<file path="config.mk">
export PLATFORM = sky130hd
export DESIGN_NAME = swslot_router
export DESIGN_NICKNAME = d
export VERILOG_FILES = /design/src/rtl/swslot_pkg.sv /design/src/rtl/swslot_class_map.sv /design/src/rtl/swslot_window_dec.sv /design/src/rtl/swslot_router.sv
export SDC_FILE = /design/constraint.sdc
export NUM_CORES = 1
export LEC_CHECK = 0
export BUFFER_PORTS_ARGS = -buffer_cell sky130_fd_sc_hd__buf_2
export CAP_MARGIN = 0
export CORE_MARGIN = 8
export CORE_UTILIZATION = 40
export DETAILED_ROUTE_END_ITERATION = 10
export PLACE_DENSITY = 0.75
export RECOVER_POWER = 100
export SYNTH_ARGS = -nofsm -noshare
export SYNTH_HDL_FRONTEND = slang
export SYNTH_SLANG_ARGS = --single-unit
export TNS_END_PERCENT = 20
</file>
<file path="constraint.sdc">
create_clock -name clk -period 0.99 [get_ports clk]
set_input_delay 0.0495 -clock clk [delete_from_list [all_inputs] [get_ports clk]]
set_output_delay 0.0495 -clock clk [all_outputs]
set_load 0.02 [all_outputs]
</file>
<file path="src/rtl/swslot_pkg.sv">
package swslot_pkg;

    typedef enum logic [1:0] {
        CLS_EXT = 2'd0,
        CLS_RAM = 2'd1,
        CLS_ROM = 2'd2,
        CLS_CFG = 2'd3
    } slot_cls_e;

    localparam int SEL_W   = 3;
    localparam int SEL_RAM = 0;
    localparam int SEL_ROM = 1;
    localparam int SEL_EXT = 2;

endpackage

</file>
<file path="src/rtl/swslot_class_map.sv">
module swslot_class_map
    import swslot_pkg::*;
#(
    parameter int SLOT_W    = 4,
    parameter int RAM_FIRST = 4,
    parameter int RAM_COUNT = 4,
    parameter int CFG_SLOT  = 8,
    parameter int ROM_FIRST = 9,
    localparam int N_SLOTS   = 1 << SLOT_W,
    localparam int RAM_IDX_W = $clog2(RAM_COUNT)
) (
    input  logic [SLOT_W-1:0]    slot,
    input  logic                 cfg_rom,
    output slot_cls_e            cls,
    output logic [RAM_IDX_W-1:0] ram_idx
);

    slot_cls_e cls_tab [N_SLOTS];

    for (genvar i = 0; i < N_SLOTS; i++) begin : g_tab
        if (i >= RAM_FIRST && i < RAM_FIRST + RAM_COUNT) begin : g_ram
            assign cls_tab[i] = CLS_RAM;
        end else if (i == CFG_SLOT) begin : g_cfg
            assign cls_tab[i] = CLS_CFG;
        end else if (i >= ROM_FIRST) begin : g_rom
            assign cls_tab[i] = CLS_ROM;
        end else begin : g_ext
            assign cls_tab[i] = CLS_EXT;
        end
    end

    logic [SLOT_W-1:0] rel_slot;

    always_comb begin
        cls = cls_tab[slot];
        if (cls == CLS_CFG) begin
            cls = cfg_rom ? CLS_ROM : CLS_EXT;
        end
        rel_slot = slot - SLOT_W'(RAM_FIRST);
        ram_idx  = rel_slot[RAM_IDX_W-1:0];
    end

endmodule

</file>
<file path="src/rtl/swslot_window_dec.sv">
module swslot_window_dec #(
    parameter int ADDR_W  = 16,
    parameter int OFS_W   = 14,
    parameter int WIN_TAG = 2,
    parameter int OVL_W   = 12,
    localparam int TAG_W  = ADDR_W - OFS_W
) (
    input  logic [ADDR_W-1:0] cpu_addr,
    input  logic              ovl_en,
    output logic              hit,
    output logic [OFS_W-1:0]  offset
);

    logic in_win;
    logic ovl_hit;

    always_comb begin
        in_win  = (cpu_addr[ADDR_W-1:OFS_W] == TAG_W'(WIN_TAG));
        ovl_hit = ovl_en && (cpu_addr[OFS_W-1:OVL_W] == '0);
        hit     = in_win && !ovl_hit;
        offset  = cpu_addr[OFS_W-1:0];
    end

endmodule

</file>
<file path="src/rtl/swslot_router.sv">
module swslot_router
    import swslot_pkg::*;
#(
    parameter int ADDR_W    = 16,
    parameter int OFS_W     = 14,
    parameter int SLOT_W    = 4,
    parameter int RAM_FIRST = 4,
    parameter int RAM_COUNT = 4,
    parameter int CFG_SLOT  = 8,
    parameter int ROM_FIRST = 9,
    parameter int WIN_TAG   = 2,
    parameter int OVL_W     = 12,
    localparam int RAM_IDX_W = $clog2(RAM_COUNT),
    localparam int RAM_AW    = RAM_IDX_W + OFS_W
) (
    input  logic              clk,
    input  logic              rst_n,
    input  logic              acc_stb,
    input  logic              is_write,
    input  logic [ADDR_W-1:0] cpu_addr,
    input  logic [SLOT_W-1:0] slot,
    input  logic              slot8_rom,
    input  logic              ovl_en,
    output logic [SEL_W-1:0]  svc_sel,
    output logic [RAM_AW-1:0] ram_addr,
    output logic              ram_wr,
    output logic              wr_discard
);

    typedef struct packed {
        logic [SEL_W-1:0]  sel;
        logic [RAM_AW-1:0] addr;
        logic              wr;
        logic              discard;
    } route_t;

    slot_cls_e            cls;
    logic [RAM_IDX_W-1:0] ram_idx;
    logic                 win_hit;
    logic [OFS_W-1:0]     offset;
    route_t               route_d, route_q;

    swslot_class_map #(
        .SLOT_W   (SLOT_W),
        .RAM_FIRST(RAM_FIRST),
        .RAM_COUNT(RAM_COUNT),
        .CFG_SLOT (CFG_SLOT),
        .ROM_FIRST(ROM_FIRST)
    ) u_class_map (
        .slot   (slot),
        .cfg_rom(slot8_rom),
        .cls    (cls),
        .ram_idx(ram_idx)
    );

    swslot_window_dec #(
        .ADDR_W (ADDR_W),
        .OFS_W  (OFS_W),
        .WIN_TAG(WIN_TAG),
        .OVL_W  (OVL_W)
    ) u_window_dec (
        .cpu_addr(cpu_addr),
        .ovl_en  (ovl_en),
        .hit     (win_hit),
        .offset  (offset)
    );

    always_comb begin
        route_d = '0;
        if (acc_stb && win_hit) begin
            unique case (cls)
                CLS_RAM: begin
                    route_d.sel[SEL_RAM] = 1'b1;
                    route_d.addr         = {ram_idx, offset};
                    route_d.wr           = is_write;
                end
                CLS_ROM: begin
                    if (is_write) begin
                        route_d.discard = 1'b1;
                    end else begin
                        route_d.sel[SEL_ROM] = 1'b1;
                    end
                end
                default: begin
                    route_d.sel[SEL_EXT] = 1'b1;
                end
            endcase
        end
    end

    always_ff @(posedge clk) begin
        if (!rst_n) begin
            route_q <= '0;
        end else begin
            route_q <= route_d;
        end
    end

    assign svc_sel    = route_q.sel;
    assign ram_addr   = route_q.addr;
    assign ram_wr     = route_q.wr;
    assign wr_discard = route_q.discard;

endmodule

</file>
==> results.txt <==
Cell Area, Synth -> 766 um^2
Buffers & Inverters on Critical Path -> 1
residual DRC count -> 0
hpwl dp -> 1470 um
Peak Freq -> 1120 MHz
Worst Path Arrival -> 0.84 ns
initial antenna violation count -> 0
Layout Utilization -> 0.571
Slew Limit Fails -> 0
met3 track demand over resource -> 0.0796
P&R area growth vs syn -> 40.4%
number of gates resized after CTS -> 0
DIE AREA -> 3570 um^2
top cell type's share of synthesized area -> 0.549
Power per Cell Area -> 1310 nW/um^2
drt pass-1 iters -> 2
crit path from -> ram_addr[6]
CP Max Fanout -> 1
ys async rst share -> 0
CP startpoint kind -> register
die height -> 59.8 um
clock buffer depth -> 2
Post-CTS Hold Buffers -> 2
Num CTS Buffers -> 3
Finished Cell Area -> 1070 um^2
Final nets -> 140
Clock Tree Root -> clkbuf_4
first-pass GRT wire length -> 2910 um
H-tree Lvls -> 1
RD Place Congestion -> 0.663
Worst Path Required -> 0.94 ns
Avg WL per Cell -> 13.9 um
via count -> 631
M1 GR Usage -> 0.102
Final Instance Count excl. Fillers -> 140
Final period util -> 0.900
Core Area -> 1880 um^2
Initial Utilization -> 0.407
vias in the first global route -> 663
busiest layer in global routing -> met2
worst hold path class -> input pin to register
layout cell share with drive strength beyond 1 -> 0.451
PortBufs -> 46
Syn Inst Count -> 54
max cap viols -> 0
register area share after synthesis -> 0.549
P_leak -> 0.490 nW
clock sink total -> 21
Post-Syn Nets -> 80
I/O Pins -> 47
Critical Path End Type -> output port
Setup-failing EPs final -> 0
hold wc startpoint -> cpu_addr[13]
Slew HR -> 0.699
Hold WS -> 0.00927 ns
GRT Overall Usage -> 0.105
largest net degree at the start of global routing -> 20
RSZ-0062 raised after global routing -> false
total wire length -> 1950 um
TritonCTS clock tree -> done
n_diodes -> 0
Via density -> 4.51
CP Class -> register to output port
Syn Area/Cell -> 14.2 um^2
remaining global-route overflow -> 0
Synth top cells by count -> dfxtp_1 (21), nor4b_1 (8), nor4b_2 (5)
Placed Cells -> 128
# rows -> 16
Final Hold Fails -> 0
Worst-Margin Slew -> 0.451 ns
Synth cell types -> 16
status -> completed
area leader, netlist -> dfxtp_1
1st-iter DRT viols -> 13
setup TNS -> 0 ns
met2 Track Usage GR -> 0.169
crit path cell chain -> clkbuf_1
Crit path max-delay family -> flip-flops
critical path's largest stage delay -> 0.32 ns
#FFs+latches synth -> 21
DP Area -> 1040 um^2
Worst-path clk slew -> 0.11 ns
maximum VDD drop -> 0.856 mV
Synth Warn # -> 0
die width -> 59.8 um
top-count cell post-synth -> dfxtp_1
largest cells by area after synthesis -> dfxtp_1 (55%), nor4b_2 (9.8%), nor4b_1 (9.2%)
Post-synth EDFFs -> 0
Final min period -> 0.891 ns
post-route ant nets -> 0
Post-CTS Setup Repair Bufs -> 0
Synth Flop Type -> dfxtp_1
CP max-delay cell -> dfxtp_1
==> layout by cell type (no fill, tap or decap) <==
master	Yosys	routed
buf_2	2	36
dfxtp_1	21	21
nor4b_1	8	14
dlygate4sd3_1	0	8
clkbuf_1	0	7
clkbuf_2	0	6
nor4_1	2	3
nor3_1	3	3
inv_1	3	3
clkbuf_4	0	3
buf_4	0	3
nand2b_1	1	1
nor3b_4	1	1
nand4b_1	1	1
o41ai_4	1	1
nor4bb_1	0	1
buf_12	0	1
==> final timing paths <==
kind | end | cells past startpoint
max | ram_addr[6] | 1
min | ram_addr[13] | 3
==> layer usage <==
layer / wire length (um) / vias to the layer above / share of wire
li1: - / 319 / -
met1: 780 / 278 / 0.40
met2: 855 / 34 / 0.44
met3: 317 / 0 / 0.16
met4: 0 / 0 / 0
met5: 0 / - / 0
==> worst min-delay path: stages <==
cell,delay (ns)
buf_2,0.12
inv_1,0.05
nor3_1,0.04
==> report_power, final <==
group	switching [W]	internal [W]
clock	0.000232	0.000156
combinational	0.0000717	0.0000923
sequential	0.00000126	0.000850
total	0.000305	0.00110
==> registers in the layout, summed over array words and instances (netlist names) <==
register    flops
ram_addr       16
svc_sel         3
wr_discard      1
ram_wr          1
==> area by class of cell <==
type	count	area [um^2]
Sequential cell	21	420
Tap cell	27	33.8
Multi-Input combinational cell	25	228
Inverter	3	11.3
Clock buffer	4	26.3
Timing Repair Buffer	60	355
Fill cell	185	807
==> logic make-up after synthesis <==
logic type             share of synthesized area
buffers and inverters                     0.0768
AND/OR/NAND/NOR                            0.338
AO/OA/AOI/OAI                             0.0360
flip-flops                                 0.549
==> stage by stage <==
stage	total power [W]	setup WS, ns
global route	0.00148	0.0540
detailed placement	0.00103	0.0552
finish	0.00140	0.0987
CTS	0.00141	0.135
floorplan	0.000952	0.202
global placement	0.00102	0.106
Note: power is estimated with default switching activity, not from simulation.
